$ cat src/rtl/vfd_scan_pkg.sv
package vfd_scan_pkg;
  localparam int unsigned NUM_GRIDS = 3;
  localparam int unsigned GRID_W    = 2;
  typedef logic [GRID_W-1:0] grid_idx_t;
endpackage

$ cat src/rtl/scan_timebase.sv
module scan_timebase
  import vfd_scan_pkg::*;
#(
  parameter int unsigned TICK_DIV = 4,
  parameter int unsigned SLOT_W   = 10
) (
  input  logic              clk_i,
  input  logic              rst_ni,
  input  logic              duplex_i,
  input  logic              master_i,
  output logic              duplex_q_o,
  output logic              master_q_o,
  output logic [SLOT_W-1:0] slot_t_o,
  output grid_idx_t         grid_o
);
  localparam int unsigned DIV_W = (TICK_DIV > 1) ? $clog2(TICK_DIV) : 1;

  logic [DIV_W-1:0]  div_q;
  logic [SLOT_W-1:0] t_q;
  grid_idx_t         grid_q;
  logic              dup_q, mas_q;
  logic              tick, restart, last_grid;

  assign tick      = (div_q == DIV_W'(TICK_DIV - 1));
  assign restart   = (duplex_i != dup_q) || (master_i != mas_q);
  assign last_grid = dup_q ? (grid_q == grid_idx_t'(1)) : (grid_q == grid_idx_t'(NUM_GRIDS - 1));

  always_ff @(posedge clk_i or negedge rst_ni) begin
    if (!rst_ni) begin
      div_q  <= '0;
      t_q    <= '0;
      grid_q <= '0;
      dup_q  <= 1'b0;
      mas_q  <= 1'b1;
    end else if (restart) begin
      div_q  <= '0;
      t_q    <= '0;
      grid_q <= '0;
      dup_q  <= duplex_i;
      mas_q  <= master_i;
    end else begin
      div_q <= tick ? '0 : div_q + 1'b1;
      if (tick) begin
        t_q <= t_q + 1'b1;
        if (&t_q) grid_q <= last_grid ? '0 : grid_q + 1'b1;
      end
    end
  end

  assign duplex_q_o = dup_q;
  assign master_q_o = mas_q;
  assign slot_t_o   = t_q;
  assign grid_o     = grid_q;

  p_tick_step_r2: assert property (@(posedge clk_i) disable iff (!rst_ni)
    (!restart && tick) |=> (t_q == SLOT_W'($past(t_q) + 1'b1)));
  p_tick_hold_r2: assert property (@(posedge clk_i) disable iff (!rst_ni)
    (!restart && !tick) |=> $stable(t_q));
  p_no_grid3_duplex_r3: assert property (@(posedge clk_i) disable iff (!rst_ni)
    dup_q |-> (grid_q != grid_idx_t'(2)));
  p_grid_range_r3: assert property (@(posedge clk_i) disable iff (!rst_ni)
    grid_q != grid_idx_t'(3));
  p_restart_r11: assert property (@(posedge clk_i) disable iff (!rst_ni)
    restart |=> (t_q == '0 && grid_q == '0 && div_q == '0));
endmodule

$ cat src/rtl/dim_window.sv
module dim_window #(
  parameter int unsigned SLOT_W      = 10,
  parameter int unsigned BLANK_TICKS = 8,
  parameter int unsigned SEG_LEAD    = 3,
  parameter int unsigned SEG_TAIL    = 3
) (
  input  logic [SLOT_W-1:0] dim_val_i,
  input  logic [SLOT_W-1:0] slot_t_i,
  output logic              grid_act_o,
  output logic              seg_win_o
);
  localparam int unsigned SLOT  = 1 << SLOT_W;
  localparam int unsigned END_W = SLOT_W + 1;
  localparam logic [SLOT_W-1:0] DIM_MAX = SLOT_W'(SLOT - BLANK_TICKS);

  logic [SLOT_W-1:0] on_ticks;
  logic [END_W-1:0]  seg_end;

  assign on_ticks   = (dim_val_i > DIM_MAX) ? DIM_MAX : dim_val_i;
  assign seg_end    = {1'b0, on_ticks} + END_W'(SEG_LEAD + SEG_TAIL);
  assign grid_act_o = slot_t_i < on_ticks;
  assign seg_win_o  = (on_ticks != '0) && (slot_t_i >= SLOT_W'(SEG_LEAD))
                      && ({1'b0, slot_t_i} < seg_end);
endmodule

$ cat src/rtl/seg_mux.sv
module seg_mux
  import vfd_scan_pkg::*;
#(
  parameter int unsigned SEG_W = 32
) (
  input  logic                            master_i,
  input  logic                            win_i,
  input  grid_idx_t                       grid_i,
  input  logic [NUM_GRIDS-1:0][SEG_W-1:0] words_i,
  input  logic                            dim_i,
  input  grid_idx_t                       sync_i,
  output logic [SEG_W-1:0]                seg_o
);
  logic [SEG_W-1:0] own_word, ext_word;

  always_comb begin
    own_word = '0;
    ext_word = '0;
    for (int g = 0; g < NUM_GRIDS; g++) begin
      if (grid_i == grid_idx_t'(g))     own_word = words_i[g];
      if (sync_i == grid_idx_t'(g + 1)) ext_word = words_i[g];
    end
    if (master_i) seg_o = win_i ? own_word : '0;
    else          seg_o = dim_i ? ext_word : '0;
  end
endmodule

$ cat src/rtl/vfd_scan_gen.sv
module vfd_scan_gen
  import vfd_scan_pkg::*;
#(
  parameter int unsigned TICK_DIV    = 4,
  parameter int unsigned DIM_W       = 10,
  parameter int unsigned SEG_W       = 32,
  parameter int unsigned BLANK_TICKS = 8,
  parameter int unsigned SEG_LEAD    = 3,
  parameter int unsigned SEG_TAIL    = 3
) (
  input  logic             clk_i,
  input  logic             rst_ni,
  input  logic             duplex_i,
  input  logic             master_i,
  input  logic [DIM_W-1:0] dim_val_i,
  input  logic [SEG_W-1:0] latch1_i,
  input  logic [SEG_W-1:0] latch2_i,
  input  logic [SEG_W-1:0] latch3_i,
  input  logic             dim_i,
  input  logic [1:0]       sync_i,
  output logic [2:0]       grid_n_o,
  output logic [SEG_W-1:0] seg_o,
  output logic             dim_o,
  output logic [1:0]       sync_o
);
  localparam int unsigned SLOT = 1 << DIM_W;

  logic             duplex_q, master_q, grid_act, seg_win, live;
  logic [DIM_W-1:0] slot_t;
  grid_idx_t        grid_idx;
  logic [SEG_W-1:0] seg_raw;
  logic [NUM_GRIDS-1:0][SEG_W-1:0] words;

  assign words = {latch3_i, latch2_i, latch1_i};

  scan_timebase #(.TICK_DIV(TICK_DIV), .SLOT_W(DIM_W)) u_timebase (
    .clk_i, .rst_ni, .duplex_i, .master_i,
    .duplex_q_o(duplex_q), .master_q_o(master_q),
    .slot_t_o(slot_t), .grid_o(grid_idx)
  );

  dim_window #(.SLOT_W(DIM_W), .BLANK_TICKS(BLANK_TICKS),
               .SEG_LEAD(SEG_LEAD), .SEG_TAIL(SEG_TAIL)) u_window (
    .dim_val_i, .slot_t_i(slot_t), .grid_act_o(grid_act), .seg_win_o(seg_win)
  );

  seg_mux #(.SEG_W(SEG_W)) u_mux (
    .master_i(master_q), .win_i(seg_win), .grid_i(grid_idx), .words_i(words),
    .dim_i, .sync_i, .seg_o(seg_raw)
  );

  assign live = rst_ni && master_q;

  for (genvar g = 0; g < NUM_GRIDS; g++) begin : g_grid
    assign grid_n_o[g] = !(live && grid_act && grid_idx == grid_idx_t'(g));
  end

  assign dim_o  = live && seg_win;
  assign sync_o = dim_o ? 2'(grid_idx + 1'b1) : 2'd0;
  assign seg_o  = rst_ni ? seg_raw : '0;

  always @(negedge clk_i) begin
    if (!rst_ni) a_reset_idle_r1: assert (grid_n_o == 3'b111 && seg_o == '0 && !dim_o && sync_o == 2'd0);
  end

  p_one_grid_r4: assert property (@(posedge clk_i) disable iff (!rst_ni)
    $countones(~grid_n_o) <= 1);
  p_blank_gap_r5: assert property (@(posedge clk_i) disable iff (!rst_ni)
    (slot_t >= DIM_W'(SLOT - BLANK_TICKS)) |-> (grid_n_o == 3'b111));
  p_dark_seg_r7: assert property (@(posedge clk_i) disable iff (!rst_ni)
    (master_q && !dim_o) |-> (seg_o == '0));
  p_sync_win_r8: assert property (@(posedge clk_i) disable iff (!rst_ni)
    master_q |-> (dim_o == (sync_o != 2'd0)));
  p_slave_quiet_r9: assert property (@(posedge clk_i) disable iff (!rst_ni)
    !master_q |-> (grid_n_o == 3'b111 && !dim_o && sync_o == 2'd0));
endmodule

$ cat config.mk
export PLATFORM = sky130hd
export DESIGN_NAME = vfd_scan_gen
export DESIGN_NICKNAME = d
export VERILOG_FILES = /design/src/rtl/vfd_scan_pkg.sv /design/src/rtl/scan_timebase.sv /design/src/rtl/dim_window.sv /design/src/rtl/seg_mux.sv /design/src/rtl/vfd_scan_gen.sv
export SDC_FILE = /design/constraint.sdc
export NUM_CORES = 1
export LEC_CHECK = 0
export BUFFER_PORTS_ARGS = -buffer_cell sky130_fd_sc_hd__buf_2
export CORE_MARGIN = 10
export CORE_UTILIZATION = 40
export DETAILED_ROUTE_END_ITERATION = 16
export GPL_TIMING_DRIVEN = 0
export MAX_ROUTING_LAYER = met4
export PLACE_DENSITY = 0.76
export SLEW_MARGIN = 20
export SYNTH_ARGS = -nofsm -noshare
export SYNTH_HDL_FRONTEND = slang
export SYNTH_HIERARCHICAL = 1
export SYNTH_SLANG_ARGS = --single-unit
$ cat constraint.sdc
create_clock -name clk_i -period 6.1 [get_ports clk_i]
set_clock_uncertainty 0.15 [all_clocks]
set_input_delay 0.61 -clock clk_i [delete_from_list [all_inputs] [get_ports clk_i]]
set_output_delay 0.61 -clock clk_i [all_outputs]
set_load 0.02 [all_outputs]
# ---- Word level (Yosys, flattened, before mapping)
# Index checks and enable logic that the tools add are counted.
dict set report totals {
  reg_bits 16
  inputBits 113
  output_inout_bits 38
}
dict set report classes {
  addsub 4
  n_lt_le_gt_ge 4
  n_eq_ne 8
  n_mux 21
  reduce_logical 18
}
# op n
set op_table {}
lappend op_table {{32-bit two-way mux} 10}
lappend op_table {{10-bit two-way mux} 3}
lappend op_table {{2-bit two-way mux} 7}
lappend op_table {{10-bit by 3-bit adder with 11-bit output, second input constant} 1}
lappend op_table {{10-bit by 11-bit < comparator with 1-bit output} 1}
lappend op_table {{10-bit by 1-bit adder with 10-bit output, second input constant} 1}
lappend op_table {{10-bit by 2-bit greater-or-equal comparator with 1-bit output, second input constant} 1}
lappend op_table {{10-bit > comparator, second input constant} 1}
lappend op_table {{10-bit < comparator} 1}
lappend op_table {{10-bit AND reduction} 1}
lappend op_table {{10-bit nonzero test} 1}
lappend op_table {{2-bit == test, second input constant} 4}
lappend op_table {{1-bit logical AND} 8}
lappend op_table {{2-bit by 1-bit adder with 2-bit output, second input constant} 2}
lappend op_table {{2-bit by 1-bit == test with 1-bit output, second input constant} 2}
lappend op_table {{2-bit nonzero test} 2}
lappend op_table {{1-bit zero test} 3}
lappend op_table {{2-bit zero test} 1}
lappend op_table {{1-bit != test} 2}
lappend op_table {{2-bit AND reduction} 1}
lappend op_table {{1-bit logical OR} 1}
lappend op_table {{1-bit two-way mux} 1}

# ---- Longest topological paths before layout
# Gate-level depths: netlist of run 1.
dict set report depth {
  ltp_word 8
  mapped_depth 15
  ltp_nobuf 14
}

# ---- Hierarchy
# Netlist of run 1, hierarchy kept.
# mod instances cells_per_inst area_each_um2 seq_area_each_um2
set modules_own_cells {}
lappend modules_own_cells {seg_mux 1 233 2084.5 0.0}
lappend modules_own_cells {scan_timebase 1 76 782.0 401.6}
lappend modules_own_cells {dim_window 1 83 638.1 0.0}
lappend modules_own_cells {vfd_scan_gen 1 47 327.8 0.0}

# ---- Least setup slack after synthesis of run 1
# Ideal clock, no wire load.
dict set report synth_timing {
  path_type {input to output}
  from {input port dim_val_i[8]}
  to {output port seg_o[20]}
  t_arrival_ns 3.356
  required_time_ns 5.340
  path_slack_ns 1.984
  cell_stages 15
  n_path_buf 1
  path_cell_list {nand3_1 o21ai_2 ha_1 nor3_2 nand3_1 xnor2_1 ha_1 nand3_1 nor4_1 o41ai_1 and4_1 nand2_1 buf_1 o31ai_2 and2_1}
}
dict set report synth_via {
  elab_chain_len 8
  elab_cells_between_ends 10
  cone_classes {1 x add/sub; 2 x order compare; 4 x mux; 3 x reduce/logical}
}
# item line_no
set synth_rtl {}
lappend synth_rtl {{from (decl)} vfd_scan_gen.sv:15} ;# input logic [DIM_W-1:0] dim_val_i,
lappend synth_rtl {{10-bit > comparator} dim_window.sv:19} ;# assign on_ticks = (dim_val_i > DIM_MAX) ? DIM_MAX : dim_val_i;
lappend synth_rtl {{10-bit two-way mux *} dim_window.sv:19}
lappend synth_rtl {{10-bit by 3-bit adder with 11-bit output or 10-bit nonzero test (tied branches)} {dim_window.sv:20, dim_window.sv:22}}
lappend synth_rtl {{10-bit by 11-bit < comparator with 1-bit output or 1-bit logical AND (tied branches)} {dim_window.sv:23, dim_window.sv:22}}
lappend synth_rtl {{1-bit logical AND *} dim_window.sv:23} ;# && ({1'b0, slot_t_i} < seg_end);
lappend synth_rtl {{named net seg_win} vfd_scan_gen.sv:28} ;# logic duplex_q, master_q, grid_act, seg_win, live;
lappend synth_rtl {{32-bit two-way mux * (2 in series)} seg_mux.sv:23} ;# if (master_i) seg_o = win_i ? own_word : '0;
lappend synth_rtl {{named net seg_raw[20]} vfd_scan_gen.sv:31} ;# logic [SEG_W-1:0] seg_raw;
lappend synth_rtl {{32-bit two-way mux *} vfd_scan_gen.sv:60} ;# assign seg_o = rst_ni ? seg_raw : '0;
lappend synth_rtl {{to (decl)} vfd_scan_gen.sv:22} ;# output logic [SEG_W-1:0] seg_o,
# The timed path passes the listed nets; every way through them passes the cells marked *.

# ---- Worst setup path in the final report of run 1
dict set report layout_timing {
  from {input port dim_val_i[8]}
  to {output port seg_o[25]}
}
# The elaborated chain is that of the path after synthesis.

==> impl_metrics.ini, run 1 <==
[grt]
grt_pass1_vias = 4519
antenna_found_initial = 0
overflow = 0
grt_max_degree = 19
grt_pass1_wl_um = 22900
track_usage = 0.195

[routing]
drt_wl_total_um = 14200
antenna_left = 0
first_iter_violations = 328
vias = 4351
viasPerCell = 6.04
drcViolationCount = 0
drt-wirelength-per-cell_um = 19.8
dr.pass1.iters = 7

[cells_and_area]
final_net_count = 729
fill_cells = 889
multi_input_comb_area_um2 = 3020
drive_above_1_share = 0.452
syn2layout_area_growth_pct = 24.7
stdcell_count = 720
antenna_cells = 0
utilization = 0.515
register_area_um2 = 402

[timing]
timing.final.setup_violations = 0
rsz0062_at_grt = false
tightest_slew_ns = 0.719
setup_ws_ns = 1.15
whs_ns = 0.130
final_hold_viol_count = 0
slew_viol_final = 0
period_share = 0.812
fmax_mhz = 202
fin_crit_ns = 4.95
final.setup.tns_ns = 0
slew_headroom = 0.521

[clock_network]
hold_buffers = 0
cts_buffer_depth = 2
clk_pin_slew_worst_paths_ns = 0.06
cts_root_buffer = clkbuf_8
cts_resized = 0
htree_num_levels = 1
numCtsBuffers = 3
clock_latency_ns = 0.25
cts_tree = yes
post_cts_buffers = 0
cts.sinks = 16

[setup_path]
cp_common_cell = nand3_1
start_kind = input pin
worstPathCellList = buf_2 -> nand3_1 -> o21ai_2 -> ha_1 -> nor3_2 -> nand3_1 -> xnor2_1 -> ha_1 -> nand3_1 -> nor4_1 -> o41ai_1 -> and4_1 -> nand2_1 -> buf_1 -> o31ai_2 -> and2_1 -> buf_2
end_kind = output pin
cp_slowest_stage_delay_ns = 0.59
cp_max_fo = 10
arrival_ns = 4.19
slowest_stage = buf_1
cp.required_ns = 5.34
path_class = input pin to output pin

[logic_synthesis]
synth_ff_type = dfrtp_1
synth_top_area_cell = dfrtp_1
synth.distinct_cells = 58
synth-edff-count = 0
synth.area.top_cells = dfrtp_1 (9.8%), o22ai_2 (9.8%), o31ai_2 (9.8%)
yosys.area.top_type_share = 0.0979
synth.ff_latch_count = 16
syn_area_per_cell_um2 = 8.73
synth_commonest_cells = a21o_1 (33), o2111ai_1 (33), a21boi_0 (32), and2_1 (32)
async_reset_ff_frac = 1.00
syn_area_um2 = 3830
synth_warnings = 6
synth_fp_nets = 576
synthCells = 439
ys_seq_area_frac = 0.105

[status]
status = complete, no violations

[run]
maxCapViolCount = 0

[floorplan]
num_io_pins = 151
core_um2 = 9280
die-width_um = 118
start_util = 0.413
dieHeight_um = 118
rows = 35
dieArea_um2 = 13900

[worst_hold_path]
worstHoldPathType = input pin to async pin

[power]
irDropWorstVdd_mv = 0.127
power_leakage_nw = 2.21
power_density_nw_per_um2 = 78.9

[place]
portBuffers = 148
placed_cells = 716
gp_congestion = 0.989
place_ws_ns = 1.14
dp_hpwl_um = 11500
## routing by layer
metal | routed length (um) | GRT usage | up-vias
li1 | - | - | 2011
met1 | 6030 | 0.238 | 2097
met4 | 212 | 0.0479 | 0
met3 | 915 | 0.0273 | 22
met2 | 7070 | 0.329 | 221
met5 | 0 | - | -
## placed cells by master, fill, tap and decap left out, drive strengths merged, types with 5 or more instances in the layout
cell type  synthesis  final
ha                24     24
clkbuf             9     13
and3               5      5
inv               13     13
nand3b            13     13
and2              32     32
nand2              9      9
xnor2              9      9
a21oi             12     12
buf               29    177
nor2              11     11
nand4             10     10
or2               21     21
a21o              33     33
nor3               6      6
o2111ai           33     33
nand3              9      9
dfrtp             15     15
o21ai              9      9
o22ai             31     31
o31ai             32     32
a21boi            32     32
## worst paths after layout
| path | start | endpoint | slack (ns) | cells past startpoint |
|---|---|---|---|---|
| worst max-delay path | dim_val_i[8] | seg_o[25] | 1.15 | 17 |
| worst min-delay path | rst_ni | u_timebase/slot_t_o[8] | 0.13 | 1 |
| worst max register to register | u_timebase/slot_t_o[1] | u_timebase/slot_t_o[8] | 4.29 | 4 |
| worst min register to register | u_timebase/div_q[0] | u_timebase/div_q[0] | 0.30 | 1 |
| max in group asynchronous | rst_ni | u_timebase/master_q_o | 5.36 | 1 |
| min in group clk_i | u_timebase/div_q[0] | u_timebase/div_q[0] | 0.30 | 1 |
## report_power, final
part / internal (mW) / total (mW) / switching [mW]
clock: 0.0463 / 0.0793 / 0.0330
combinational: 0.0839 / 0.188 / 0.104
sequential: 0.108 / 0.110 / 0.00187
## registers in the layout, summed over array words and instances (netlist names)
signal and count:
u_timebase/div_q 2, u_timebase/duplex_q_o 1, u_timebase/grid_o 2, u_timebase/master_q_o 1, u_timebase/slot_t_o 10
## cell families after synthesis
kind of cell / synth area share
flops: 0.105
compound gates: 0.446
xor+xnor: 0.0297
buf+inv: 0.107
fa+ha+maj: 0.0784
mux: 0.00784
simple gates: 0.226
## area by class of cell
class	count	share of cell area
Tap cell	129	0.0338
Inverter	13	0.0107
Multi-Input combinational cell	367	0.632
Sequential cell	16	0.0840
Buffer	43	0.0749
Clock buffer	4	0.00942
Timing Repair Buffer	148	0.155
## critical path, delay by kind of cell
kind	cells	cell delay [ns]
AND/OR/NAND/NOR	8	1.59
buffers and inverters	3	0.89
adder cells (fa/ha/maj)	2	0.55
AO/OA/AOI/OAI	3	0.40
XOR/XNOR	1	0.14
## per-stage QoR
stage / instance area [um^2] / power [mW]
3_3_place_gp: 4730 / 0.292
2_1_floorplan: 3830 / 0.214
3_5_place_dp: 4730 / 0.297
4_1_cts: 4780 / 0.379
6_report: 4780 / 0.377
5_1_grt: 4780 / 0.402
Power figures use the tool's default switching activity.
==> inputs of run 2 (changes only) <==
ABC_AREA = 1   (was default)
PLACE_DENSITY = 0.78   (was 0.76)
clock period = 4 ns   (was 6.1 ns; I/O delays follow)
==> impl_metrics.ini, run 2 <==
[floorplan]
rows = 36
dieHeight_um = 120
die-width_um = 120
core_um2 = 9770
num_io_pins = 151
dieArea_um2 = 14400
start_util = 0.410

[setup_path]
cp_slowest_stage_delay_ns = 0.34
endpoint = seg_o[13]
critical_path.startpoint = dim_val_i[2]
arrival_ns = 3.32
reg2reg_to = u_timebase/grid_o[0]
slowest_stage = ha_1
cp_num_buf_inv = 6
end_kind = output pin
path_class = input pin to output pin
cp_max_fo = 7
cp_top_family = simple AND/OR/NAND/NOR gates
cp.required_ns = 3.45
cp_common_cell = nand2_1
r2r_cells = 6
cp_num_cells = 26
r2r-start = u_timebase/slot_t_o[1]
start_kind = input pin
rrSetupSlack_ns = 2.42

[logic_synthesis]
synth.ff_latch_count = 16
synth-edff-count = 0
synth_top_area_cell = nand2_1
synth_commonest_cells = nand2_1 (318), inv_1 (132), nor2_1 (97)
synthCells = 810
yosys.area.top_type_share = 0.298
synth.distinct_cells = 33
syn_area_per_cell_um2 = 4.95
async_reset_ff_frac = 1.00
synth.area.top_cells = nand2_1 (30%), inv_1 (12%), dfrtp_1 (9.4%)
synth_most_common_cell = nand2_1
synth_fp_nets = 947
syn_area_um2 = 4010
synth_ff_type = dfrtp_1
synth_warnings = 6
ys_seq_area_frac = 0.100

[routing]
antenna_left = 0
first_iter_violations = 573
viasPerCell = 4.82
drt_wl_total_um = 14600
dr.pass1.iters = 5
drcViolationCount = 0
drt-wirelength-per-cell_um = 13.1
vias = 5341

[cells_and_area]
drive_above_1_share = 0.268
final_cell_mix = nand2_1 (301), buf_2 (142), inv_1 (117), nor2_1 (93), o21ai_0 (50)
fin_area_um2 = 5400
fill_cells = 1041
stdcell_count = 1109
final_net_count = 1114
syn2layout_area_growth_pct = 34.6
final_common_cell = nand2_1
largest_reg_flops = 10
utilization = 0.552
antenna_cells = 0

[clock_network]
cts_root_buffer = clkbuf_8
htree_num_levels = 1
clk_pin_slew_worst_paths_ns = 0.07
clock_latency_ns = 0.26
cts_tree = yes
cts.sinks = 16
numCtsBuffers = 3
cts_buffer_depth = 2

[timing]
tightest_slew_ns = 0.572
whs_ns = 0.189
rsz0062_at_grt = true
timing.final.setup_violations = 0
period_share = 0.966
final_hold_viol_count = 0
final.setup.tns_ns = 0
slew_headroom = 0.619
slew_viol_final = 0
fmax_mhz = 259
setup_ws_ns = 0.135
fin_crit_ns = 3.87

[grt]
grt_pass1_wl_um = 23200
grt_pass1_vias = 4888
grt.met2_usage = 0.318
grt_max_degree = 18
met1_usage = 0.245
grt_use_met3 = 0.0230
top_usage_layer = met2
track_usage = 0.192
overflow = 0
antenna_found_initial = 0

[power]
irDropWorstVdd_mv = 0.108
power_leakage_nw = 3.38
power_density_nw_per_um2 = 124
total_power_uw = 668

[place]
dp_hpwl_um = 11300
gp_congestion = 0.927
place_ws_ns = -0.496
portBuffers = 150
place_area_um2 = 4930
placed_cells = 1093

[run]
maxCapViolCount = 0

[worst_hold_path]
worstHoldPathType = input pin to flip-flop
hold_path_depth = 2

[status]
status = complete, no violations
run 2: cell count changes in the layout (fill, tap and decap cells not counted), moves of 33 or more:
cell	delta
nand3_1	+39
o21ai_0	+44
inv_1	+106
nand2_1	+292
nor2_1	+82
o2111ai_1	-33
run 2: cell type report:
class                   count  area (um^2)  area share
clock buffers               4         45.0     0.00834
multi-input cells         620         3060       0.567
well taps                 133          166      0.0308
plain buffers              36          206      0.0382
flip-flops and latches     16          402      0.0744
inverters                 138          526      0.0974
repair buffers            162          993       0.184
run 2: power breakdown:
part,switching (mW),leakage [nW],internal (mW),total [mW]
clock network,0.0626,0.0228,0.0708,0.133
logic,0.220,3.15,0.142,0.362
registers,0.00667,0.216,0.166,0.172
total,0.290,3.38,0.378,0.668
run 2: worst min-delay path by stage:
| stage | startpoint | end | slack (ns) |
|---|---|---|---|
| 2_1_floorplan | rst_ni | u_timebase/div_q[0] | -0.05 |
| 3_3_place_gp | rst_ni | u_timebase/slot_t_o[8] | 0.19 |
| 3_5_place_dp | rst_ni | u_timebase/slot_t_o[7] | 0.20 |
| 4_1_cts | master_i | u_timebase/master_q_o | 0.20 |
| 5_1_grt | master_i | u_timebase/master_q_o | 0.19 |
| 6_report | master_i | u_timebase/master_q_o | 0.19 |
run 2: layer usage:
metal	up-vias	share of wire
met5	-	0
met4	0	0.016
met3	19	0.071
met2	204	0.48
met1	2330	0.43
li1	2788	-
run 2: repair_timing:
action | in CTS | in global routing
gates resized for setup | 19 | 93
endpoints found under the hold margin | 15 | 0
setup buffers | 5 | 5
gates cloned | 0 | 1
setup endpoints to repair | 32 | 32
pin swaps | 3 | 29
hold buffers | 1 | 0
run 2: kinds of logic (layout without fill, tap and decap cells):
logic type      Yosys count  count (layout)  synth area share
buf+inv                 174             340             0.175
flops                    16              16             0.100
compound gates           86              86             0.113
xor+xnor                  9               9            0.0197
simple gates            501             501             0.517
fa+ha+maj                24              24            0.0749
run 2: worst reg2reg max path, cell delays in order (launching register included):
cell	delay, ns
dfrtp_1	0.47
ha_1	0.26
nand3_2	0.12
nor2_4	0.19
nand4_2	0.13
nand3_1	0.10
nand2_1	0.06
